==> src/rtl/pcm_tx_pkg.sv <==
package pcm_tx_pkg;

  typedef enum logic [1:0] {
    LM_PLAIN  = 2'b00,
    LM_MU     = 2'b01,
    LM_A      = 2'b10,
    LM_PLAIN2 = 2'b11
  } line_mode_e;

  // Pattern with every even-numbered bit set (bit 0, bit 2, ...).
  function automatic logic [63:0] even_mask(input int width);
    logic [63:0] m;
    m = '0;
    for (int i = 0; i < width && i < 64; i++) begin
      if ((i % 2) == 0) m[i] = 1'b1;
    end
    return m;
  endfunction

endpackage

==> src/rtl/pcm_tx_edge.sv <==
module pcm_tx_edge #(
  parameter int N = 3
) (
  input  logic         clk,
  input  logic         rst_n,
  input  logic [N-1:0] lvl,
  output logic [N-1:0] rise,
  output logic [N-1:0] fall
);
  logic [N-1:0] prev_q;

  for (genvar g = 0; g < N; g++) begin : g_bit
    always_ff @(posedge clk or negedge rst_n) begin
      if (!rst_n) prev_q[g] <= 1'b0;
      else        prev_q[g] <= lvl[g];
    end
    assign rise[g] = lvl[g] & ~prev_q[g];
    assign fall[g] = ~lvl[g] & prev_q[g];
  end
endmodule

==> src/rtl/pcm_tx_format.sv <==
module pcm_tx_format
  import pcm_tx_pkg::*;
#(
  parameter int         W       = 8,
  parameter logic [W-1:0] ZS_CODE = W'(2)
) (
  input  logic [W-1:0] word_in,
  input  logic [1:0]   mode,
  output logic [W-1:0] word_out
);
  localparam logic [W-1:0] AMASK = W'(even_mask(W));

  logic [W-1:0] mu_raw;
  logic [W-1:0] mu_word;

  assign mu_raw  = {word_in[W-1], ~word_in[W-2:0]};
  assign mu_word = (mu_raw == '0) ? ZS_CODE : mu_raw;

  always_comb begin
    unique case (line_mode_e'(mode))
      LM_MU:   word_out = mu_word;
      LM_A:    word_out = word_in ^ AMASK;
      default: word_out = word_in;
    endcase
  end
endmodule

==> src/rtl/pcm_tx_frame.sv <==
module pcm_tx_frame #(
  parameter int GAP_MIN = 2
) (
  input  logic clk,
  input  logic rst_n,
  input  logic en_rise,
  input  logic fs_rise,
  input  logic dclk_fall,
  output logic strobe,
  output logic strobe_q,
  output logic err_q
);
  localparam int CW = $clog2(GAP_MIN + 1);
  localparam logic [CW-1:0] CMAX = CW'(GAP_MIN);

  logic          armed_q;
  logic          seen_q;
  logic [CW-1:0] falls_q;
  logic          too_close;

  assign strobe    = en_rise & (armed_q | fs_rise);
  assign too_close = seen_q & (falls_q < CMAX);

  always_ff @(posedge clk or negedge rst_n) begin
    if (!rst_n) begin
      armed_q <= 1'b0;
    end else if (strobe) begin
      armed_q <= 1'b0;
    end else if (fs_rise) begin
      armed_q <= 1'b1;
    end
  end

  always_ff @(posedge clk or negedge rst_n) begin
    if (!rst_n) begin
      seen_q  <= 1'b0;
      falls_q <= '0;
    end else if (en_rise) begin
      seen_q  <= 1'b1;
      falls_q <= '0;
    end else if (dclk_fall && falls_q != CMAX) begin
      falls_q <= falls_q + 1'b1;
    end
  end

  always_ff @(posedge clk or negedge rst_n) begin
    if (!rst_n) begin
      strobe_q <= 1'b0;
      err_q    <= 1'b0;
    end else begin
      strobe_q <= strobe;
      err_q    <= strobe & too_close;
    end
  end
endmodule

==> src/rtl/pcm_tx_hold.sv <==
module pcm_tx_hold #(
  parameter int W = 8
) (
  input  logic         clk,
  input  logic         rst_n,
  input  logic         in_valid,
  output logic         in_ready,
  input  logic [W-1:0] in_data,
  input  logic         take,
  output logic [W-1:0] held
);
  logic full_q;
  logic accept;

  assign in_ready = ~full_q;
  assign accept   = in_valid & ~full_q;

  always_ff @(posedge clk or negedge rst_n) begin
    if (!rst_n) begin
      full_q <= 1'b0;
      held   <= '0;
    end else begin
      if (accept) held <= in_data;
      full_q <= accept | (full_q & ~take);
    end
  end
endmodule

==> src/rtl/pcm_tx_shift.sv <==
module pcm_tx_shift #(
  parameter int W = 8
) (
  input  logic         clk,
  input  logic         rst_n,
  input  logic         load,
  input  logic [W-1:0] load_word,
  input  logic         step,
  output logic         msb
);
  logic [W-1:0] sr_q;

  always_ff @(posedge clk or negedge rst_n) begin
    if (!rst_n) begin
      sr_q <= '0;
    end else if (load) begin
      sr_q <= load_word;
    end else if (step) begin
      sr_q <= {sr_q[W-2:0], sr_q[W-1]};
    end
  end

  assign msb = sr_q[W-1];
endmodule

==> src/rtl/pcm_tx_port.sv <==
module pcm_tx_port #(
  parameter int W       = 8,
  parameter int GAP_MIN = 2
) (
  input  logic         clk,
  input  logic         rst_n,
  input  logic         enc_valid,
  output logic         enc_ready,
  input  logic [W-1:0] enc_data,
  input  logic [1:0]   line_mode,
  input  logic         dclk,
  input  logic         tx_en,
  input  logic         fsync,
  output logic         sdo,
  output logic         sdo_oe,
  output logic         conv_start,
  output logic         proto_err
);
  localparam int IDX_DCLK = 0;
  localparam int IDX_EN   = 1;
  localparam int IDX_FS   = 2;
  localparam int NSIG     = 3;

  logic [NSIG-1:0] lvl, rise, fall;
  logic            strobe;
  logic [W-1:0]    held, fmt_word;

  assign lvl[IDX_DCLK] = dclk;
  assign lvl[IDX_EN]   = tx_en;
  assign lvl[IDX_FS]   = fsync;

  pcm_tx_edge #(.N(NSIG)) u_edge (
    .clk(clk), .rst_n(rst_n), .lvl(lvl), .rise(rise), .fall(fall)
  );

  pcm_tx_frame #(.GAP_MIN(GAP_MIN)) u_frame (
    .clk(clk), .rst_n(rst_n),
    .en_rise(rise[IDX_EN]), .fs_rise(rise[IDX_FS]), .dclk_fall(fall[IDX_DCLK]),
    .strobe(strobe), .strobe_q(conv_start), .err_q(proto_err)
  );

  pcm_tx_hold #(.W(W)) u_hold (
    .clk(clk), .rst_n(rst_n), .in_valid(enc_valid), .in_ready(enc_ready),
    .in_data(enc_data), .take(strobe), .held(held)
  );

  pcm_tx_format #(.W(W)) u_fmt (
    .word_in(held), .mode(line_mode), .word_out(fmt_word)
  );

  pcm_tx_shift #(.W(W)) u_shift (
    .clk(clk), .rst_n(rst_n), .load(strobe), .load_word(fmt_word),
    .step(rise[IDX_DCLK] & tx_en), .msb(sdo)
  );

  assign sdo_oe = tx_en;
endmodule

==> config.mk <==
export PLATFORM = sky130hd
export DESIGN_NAME = pcm_tx_port
export DESIGN_NICKNAME = d
export VERILOG_FILES = /design/src/rtl/pcm_tx_pkg.sv /design/src/rtl/pcm_tx_edge.sv /design/src/rtl/pcm_tx_format.sv /design/src/rtl/pcm_tx_frame.sv /design/src/rtl/pcm_tx_hold.sv /design/src/rtl/pcm_tx_shift.sv /design/src/rtl/pcm_tx_port.sv
export SDC_FILE = /design/constraint.sdc
export NUM_CORES = 1
export LEC_CHECK = 0
export CAP_MARGIN = 20
export CORE_ASPECT_RATIO = 0.7
export CORE_MARGIN = 3
export CORE_UTILIZATION = 45
export CTS_CLUSTER_SIZE = 30
export DETAILED_ROUTE_END_ITERATION = 16
export DONT_BUFFER_PORTS = 1
export GPL_ROUTABILITY_DRIVEN = 0
export PLACE_DENSITY = 0.68
export SLEW_MARGIN = 15
export SYNTH_ARGS = -nofsm -noshare
export SYNTH_HDL_FRONTEND = slang
export SYNTH_HIERARCHICAL = 1
export SYNTH_SLANG_ARGS = --single-unit
export TNS_END_PERCENT = 10
==> constraint.sdc <==
create_clock -name clk -period 1.7 [get_ports clk]
set_input_delay 0.085 -clock clk [delete_from_list [all_inputs] [get_ports clk]]
set_output_delay 0.085 -clock clk [all_outputs]
set_load 0.03 [all_outputs]
==> results by group, run 1 <==
Setup path
  • Worst Path Max Fanout: 7
  • Crit path from: u_hold/full_q$_DFF_PN0_
  • Critical Path RT: 1.86 ns
  • Crit path DAT: 1.50 ns
  • CP cell instances: nor2b_1, buf_4, mux2_4
  • CP Capture Type: flip-flop
  • Worst setup path class: reg2reg
  • Type of origin of the critical path: flip-flop
  • Reg-to-Reg Start: u_hold/full_q$_DFF_PN0_
  • Critical Path Max Stage Delay: 0.39 ns
  • Worst path slowest cell: dfrtp_1

Clocking
  • Cts repair resizes: 0
  • TritonCTS clock tree: built
  • TritonCTS buffer count: 3
  • Clk Latency, worst-skew pair: 0.27 ns
  • Clk sinks: 26
  • # Post-CTS Setup Buffers: 0
  • Htree depth: 1
  • Clock Pin Slew Worst Setup and Hold Paths: 0.09 ns
  • CTS max path bufs: 2
  • Root Driver: clkbuf_8

STA
  • Final period util: between 70% and 80%
  • Hold Fails Final Rpt: 0
  • Tightest Pin Transition: 0.4384 ns
  • Final Slew Violations: 0
  • Fmax: ~740 MHz
  • Tightest hold margin: 0.1137 ns
  • Slack of the critical path: 0.3573 ns
  • Fin crit period: between 1 and 1.5 ns
  • Max-slew headroom: just over 70%
  • Final TNS setup: 0 ns
  • Worst Skew: 0.005949 ns
  • RSZ-0062 raised after global routing: false
  • Final setup vio count: 0

Global routing
  • Initial antenna violation count: 0
  • Pin count of the biggest net entering global routing: 27
  • Number of global-route vias before repair: 839
  • GR Util All Layers: 13.96%
  • Gr ovfl total: 0
  • First-pass GRT wire length: 3836 um

Floorplanning
  • Die width: just under 70 um
  • Die area: 0.003481 mm2
  • Die Y: roughly 50 um
  • Initial Utilization: 49.00%
  • I/O pin total: 21
  • Std-Cell Rows: 15
  • Core area: 0.002571 mm2

Route
  • Vias per inst: 5.063
  • DR WL/cell: 13.92 um
  • Final ANT Viol Nets: 0
  • M1 WL: 1069 um
  • Met2 wire len: ~1000 um
  • 1st-pass router iterations: 4
  • Routed WL: ~2200 um
  • Max Used Layer: met4
  • Initial drt markers: 27
  • Residual DRC count: 0
  • Via Count: 810
  • WL met3: 96 um

Min path
  • Min-delay src: fsync
  • Worst Hold Class: in2reg

Power and ir drop
  • Pwr Density: 1388 mW/mm2
  • P_leak: 0.6526 nW
  • Post-layout total power: 0.002045 W
  • Worst VDD drop: about 0.0009 V

Logic synthesis
  • Yosys Warn Count: 6
  • Syn Area/Cell: approximately 11 um2
  • Post-Syn Area: roughly 0.0013 mm2
  • Cells after Synth: 111
  • Syn_nets: 130

Placed design
  • Pre-CTS setup slack: 0.3774 ns
  • Final HPWL DP: 1654 um
  • Port Buf Inserts: 0

Finish
  • Layout cells sized above 1: between 10% and 20%
  • P&R area growth vs syn: 16.98%
  • Fillers: 208
  • # diodes: 0
  • Nets: 146

Outcome
  • Run status: complete, no violations

Flow run
  • Max-Cap Viols: 0
==> area by class of cell <==
| cell class | count | area (um2) | area share, % |
|---|---|---|---|
| repair buffers | 16 | 162.7 | 11.04 |
| multi-input cells | 75 | 544.3 | 36.93 |
| inverters | 5 | 18.77 | 1.273 |
| well taps | 34 | 42.54 | 2.886 |
| flip-flops and latches | 26 | 650.6 | 44.14 |
| clock buffers | 4 | 55.05 | 3.735 |
==> where the power goes <==
| group | leakage (nW) | switching [W] | internal [W] |
|---|---|---|---|
| logic | 0.308 | 0.000252 | 0.000340 |
| registers | 0.316 | 0.000217 | 0.000842 |
| clock network | 0.0288 | 0.000188 | 0.000207 |
| total | 0.653 | 0.000657 | 0.00139 |
==> state kept, by name (all words and copies together), names as in the netlist <==
| signal | flops |
|---|---|
| u_edge/prev_q | 3 |
| u_frame/armed_q | 1 |
| u_frame/err_q | 1 |
| u_frame/falls_q | 2 |
| u_frame/seen_q | 1 |
| u_frame/strobe_q | 1 |
| u_hold/full_q | 1 |
| u_hold/held | 8 |
| u_shift/sr_q | 8 |
==> worst max-delay path, delay by kind of cell (launching register included) <==
family                 cells  cell delay, ns
buffers and inverters      1            0.25
DFF                        1            0.39
muxes                      1            0.31
and+or+nand+nor            1            0.28
==> what timing repair did <==
action                                 CTS  global route
hold buffers                            13             0
endpoints found under the hold margin   37             0
setup endpoints to repair                0             0
==> stage by stage <==
stage	utilization [%]	instances	area [um2]
final	57.32	160	1474
after global routing	57.32	160	1474
after CTS	57.32	160	1474
after detailed placement	49.73	143	1279
after global placement	49.73	143	1279
after floorplan	-	111	1260
==> layer usage <==
layer	vias to the layer above	track usage, %
met5	-	0
met4	0	3.571
met3	4	4.400
met2	18	21.68
met1	382	19.05
li1	406	-
==> path summary, 6_finish.rpt <==
kind                                             endpoint  slack, ns  cells past startpoint
setup / recovery               u_hold/held[2]$_DFFE_PN0P_       0.36                      3
hold / removal                u_frame/armed_q$_DFFE_PN0P_       0.11                      3
setup reg to reg               u_hold/held[2]$_DFFE_PN0P_       0.36                      3
hold reg to reg                u_frame/seen_q$_DFFE_PN0P_       0.50                      1
max in group asynchronous     u_shift/sr_q[5]$_DFFE_PN0P_       1.32                      2
min in group asynchronous  u_frame/falls_q[0]$_DFFE_PN0P_       0.24                      2
==> cells in the final DEF (no fill, tap or decap) <==
master / count
nand2_1: 12
and2_1: 1
nand3_1: 1
buf_4: 3
a21oi_1: 2
o21bai_1: 2
mux2_4: 8
nand4_1: 1
dlygate4sd3_1: 12
o21a_1: 1
and3b_1: 1
a21boi_0: 1
dfrtp_1: 26
ha_1: 3
mux2i_1: 8
o21ai_1: 8
o21ai_0: 5
mux2_2: 2
or4_1: 1
or2_1: 1
clkbuf_8: 4
nor2b_2: 1
nor2b_1: 8
nor2_1: 7
o311ai_1: 1
inv_1: 5
buf_12: 1
Power figures use the tool's default switching activity.
==> run 2: changes to the inputs <==
- PLACE_DENSITY: 0.68 -> 0.7
- clock period: 1.7 -> 1.1 ns (I/O delays scaled with it)
==> run 2 against run 1 <==
Effect of this change: count of clock-buffer cells in the layout stayed put; critical path depth grew 1; first-iteration DRC count grew 11%; the flow now finishes with violations (setup timing).
==> results by group, run 2 (synthesized netlist as in run 1, its figures left out) <==
Setup path
  • Crit path DAT: 1.39 ns (was 1.50 ns)
  • Critical Path RT: 1.26 ns (was 1.86 ns)
  • CP cell instances: inv_1, ha_1, nor2b_2, mux2_2 (was nor2b_1, buf_4, mux2_4)
  • Reg2reg end: u_frame/falls_q[1]$_DFFE_PN0P_ (was u_hold/held[2]$_DFFE_PN0P_)
  • CP Capture Type: flip-flop (unchanged)
  • Type of origin of the critical path: flip-flop (unchanged)
  • Worst setup path class: reg2reg (unchanged)
  • Reg-to-Reg Start: u_frame/falls_q[0]$_DFFE_PN0P_ (was u_hold/full_q$_DFF_PN0_)
  • Critical Path Max Stage Delay: 0.36 ns (was 0.39 ns)
  • FF-to-FF setup slack: -0.13 ns (was 0.36 ns)
  • Worst reg2reg path depth: 4 (was 3)
  • Worst Path Max Fanout: 2 (was 7)
  • Worst path slowest cell: dfrtp_1 (unchanged)

Flow run
  • Max-Cap Viols: 0 (unchanged)

Power and ir drop
  • Clk pwr share: 16.9% (was 19.3%)
  • Int Pwr: 0.002457 W (was 0.001389 W)
  • Worst VDD drop: 0.001548 V (was 0.0009246 V)
  • Pwr Density: 2149 mW/mm2 (was 1388 mW/mm2)
  • P_leak: 0.7512 nW (was 0.6526 nW)
  • Comb power frac: 40.8% (was 29.0%)
  • Switching share of power: 30.98% (was 32.10%)
  • Share of power burned in registers: 42.3% (was 51.7%)
  • Sw Pwr: 0.001103 W (was 0.0006566 W)

Floorplanning
  • Initial Utilization: 49.00% (unchanged)
  • Die area: 0.003481 mm2 (unchanged)
  • Die width: 69.25 um (unchanged)
  • I/O pin total: 21 (unchanged)
  • Std-Cell Rows: 15 (unchanged)
  • Die Y: 50.27 um (unchanged)
  • Core area: 0.002571 mm2 (unchanged)

Global routing
  • Number of global-route vias before repair: 967 (was 839)
  • Gr ovfl total: 0 (unchanged)
  • Initial antenna violation count: 0 (unchanged)
  • GR Util All Layers: 15.21% (was 13.96%)
  • First-pass GRT wire length: 4215 um (was 3836 um)
  • Pin count of the biggest net entering global routing: 27 (unchanged)

Clocking
  • CTS max path bufs: 2 (unchanged)
  • Root Driver: clkbuf_8 (unchanged)
  • Clock Pin Slew Worst Setup and Hold Paths: 0.08 ns (was 0.09 ns)
  • Clk Latency, worst-skew pair: 0.27 ns (about the same)
  • # Post-CTS Setup Buffers: 0 (unchanged)
  • Clk sinks: 26 (unchanged)
  • Htree depth: 1 (unchanged)
  • TritonCTS buffer count: 3 (unchanged)
  • TritonCTS clock tree: built (unchanged)

Route
  • 1st-pass router iterations: 4 (unchanged)
  • Initial drt markers: 30 (was 27)
  • DR WL/cell: 13.68 um (was 13.92 um)
  • Routed WL: 2381 um (was 2227 um)
  • Via Count: 900 (was 810)
  • Vias per inst: 5.172 (was 5.063)
  • Residual DRC count: 0 (unchanged)
  • Final ANT Viol Nets: 0 (unchanged)

Min path
  • Worst Hold Class: in2reg (unchanged)
  • WHS Path Cells: 2 (was 3)
  • Min-delay src: enc_valid (was fsync)
  • Worst hold endpoint: u_hold/full_q$_DFF_PN0_ (was u_frame/armed_q$_DFFE_PN0P_)

Finish
  • Reg area: 650.6 um2 (unchanged)
  • # diodes: 0 (unchanged)
  • Commonest non-fill, non-tap cells in the layout: 26 x dfrtp_1, 13 x buf_4, 12 x dlygate4sd3_1, 12 x nand2_1 (was 26 x dfrtp_1, 12 x dlygate4sd3_1, 12 x nand2_1)
  • Area occupied by multi-input gates: 589.3 um2 (was 544.3 um2)
  • P&R area growth vs syn: 31.48% (was 16.98%)
  • Nets: 160 (was 146)
  • Commonest non-fill, non-tap cell in the layout: dfrtp_1 (unchanged)
  • Layout Utilization: 64.43% (was 57.32%)
  • Fillers: 185 (was 208)
  • Layout cells sized above 1: 28.57% (was 15.08%)
  • Largest regs: u_hold/held x8, u_shift/sr_q x8, u_edge/prev_q x3 (unchanged)

STA
  • Tightest hold margin: 0.08136 ns (was 0.1137 ns)
  • Tightest Pin Transition: 0.3677 ns (was 0.4384 ns)
  • Fmax: 813.0 MHz (was 744.8 MHz)
  • Max-slew headroom: 75.22% (was 70.77%)
  • Worst Skew: 0.0006997 ns (was 0.005949 ns)
  • Final Slew Violations: 0 (unchanged)
  • Hold Fails Final Rpt: 0 (unchanged)
  • Final setup vio count: 18 (was 0)
  • RSZ-0062 raised after global routing: true (was false)
  • Final period util: 111.8% (was 78.98%)
  • Slack of the critical path: -0.1301 ns (was 0.3573 ns)
  • Fin crit period: 1.230 ns (was 1.343 ns)

Outcome
  • Failing checks: setup timing
  • Run status: finished, violations left (was complete, no violations)

Placed design
  • Final HPWL DP: 1625 um (was 1654 um)
  • Port Buf Inserts: 0 (unchanged)
==> run 2: worst max-delay path by stage <==
stage	startpoint	to	slack [ns]	cells past startpoint
4_1_cts	u_hold/held[0]$_DFFE_PN0P_	u_shift/sr_q[1]$_DFFE_PN0P_	-0.10	5
3_3_place_gp	u_hold/held[7]$_DFFE_PN0P_	u_shift/sr_q[1]$_DFFE_PN0P_	-0.07	4
3_5_place_dp	u_edge/prev_q[0]$_DFF_PN0_	u_shift/sr_q[0]$_DFFE_PN0P_	-0.08	5
5_1_grt	u_edge/prev_q[0]$_DFF_PN0_	u_shift/sr_q[4]$_DFFE_PN0P_	-0.18	5
6_report	u_frame/falls_q[0]$_DFFE_PN0P_	u_frame/falls_q[1]$_DFFE_PN0P_	-0.13	4
2_1_floorplan	u_hold/held[1]$_DFFE_PN0P_	u_shift/sr_q[1]$_DFFE_PN0P_	-0.07	5
==> run 2: per-layer routing <==
layer	routed length [um]	vias up	track usage, %
met5	0	-	0
met4	31	0	5.519
met3	130	4	6.000
met2	1111	20	24.84
met1	1108	441	18.33
li1	-	435	-
==> run 2: stage by stage <==
step | setup slack [ns] | cells | instance area, um2 | total power [W] | setup TNS (ns)
6_report | -0.1301 | 174 | 1657 | 0.003560 | -1.048
5_1_grt | -0.1845 | 174 | 1657 | 0.003817 | -2.350
4_1_cts | -0.1002 | 174 | 1622 | 0.003503 | -0.8151
3_5_place_dp | -0.07767 | 157 | 1413 | 0.002817 | -1.275
3_3_place_gp | -0.07083 | 157 | 1413 | 0.002763 | -0.8801
2_1_floorplan | -0.06787 | 111 | 1264 | 0.002321 | -0.2332
==> run 2: power by group through the flow <==
stage | registers [W] | logic, W | clock network (W)
final | 0.00151 | 0.00145 | 0.000601
after floorplan | 0.00155 | 0.000770 | 0
after CTS | 0.00151 | 0.00138 | 0.000620
after global routing | 0.00156 | 0.00159 | 0.000666
after global placement | 0.00150 | 0.00127 | 0
after detailed placement | 0.00152 | 0.00129 | 0
==> run 2: layout make-up <==
class,count,share of cell area [%]
flip-flops and latches,26,39.27
multi-input cells,75,35.57
repair buffers,30,18.13
clock buffers,4,3.323
inverters,5,1.133
well taps,34,2.568
==> run 2: worst max-delay path, delay by kind of cell (launching register included) <==
| family | cells | cell delay (ns) |
|---|---|---|
| adders and majority gates | 1 | 0.21 |
| buffers and inverters | 1 | 0.05 |
| DFF | 1 | 0.36 |
| muxes | 1 | 0.34 |
| and+or+nand+nor | 1 | 0.16 |
==> run 2: what timing repair did <==
| item | 4_1_cts | 5_1_grt |
|---|---|---|
| pin swaps | 2 | 1 |
| hold endpoints to repair | 37 | 0 |
| endpoints found under the setup margin | 19 | 19 |
| resized for setup | 4 | 6 |
| gates cloned | 0 | 0 |
| hold buffers | 13 | 0 |
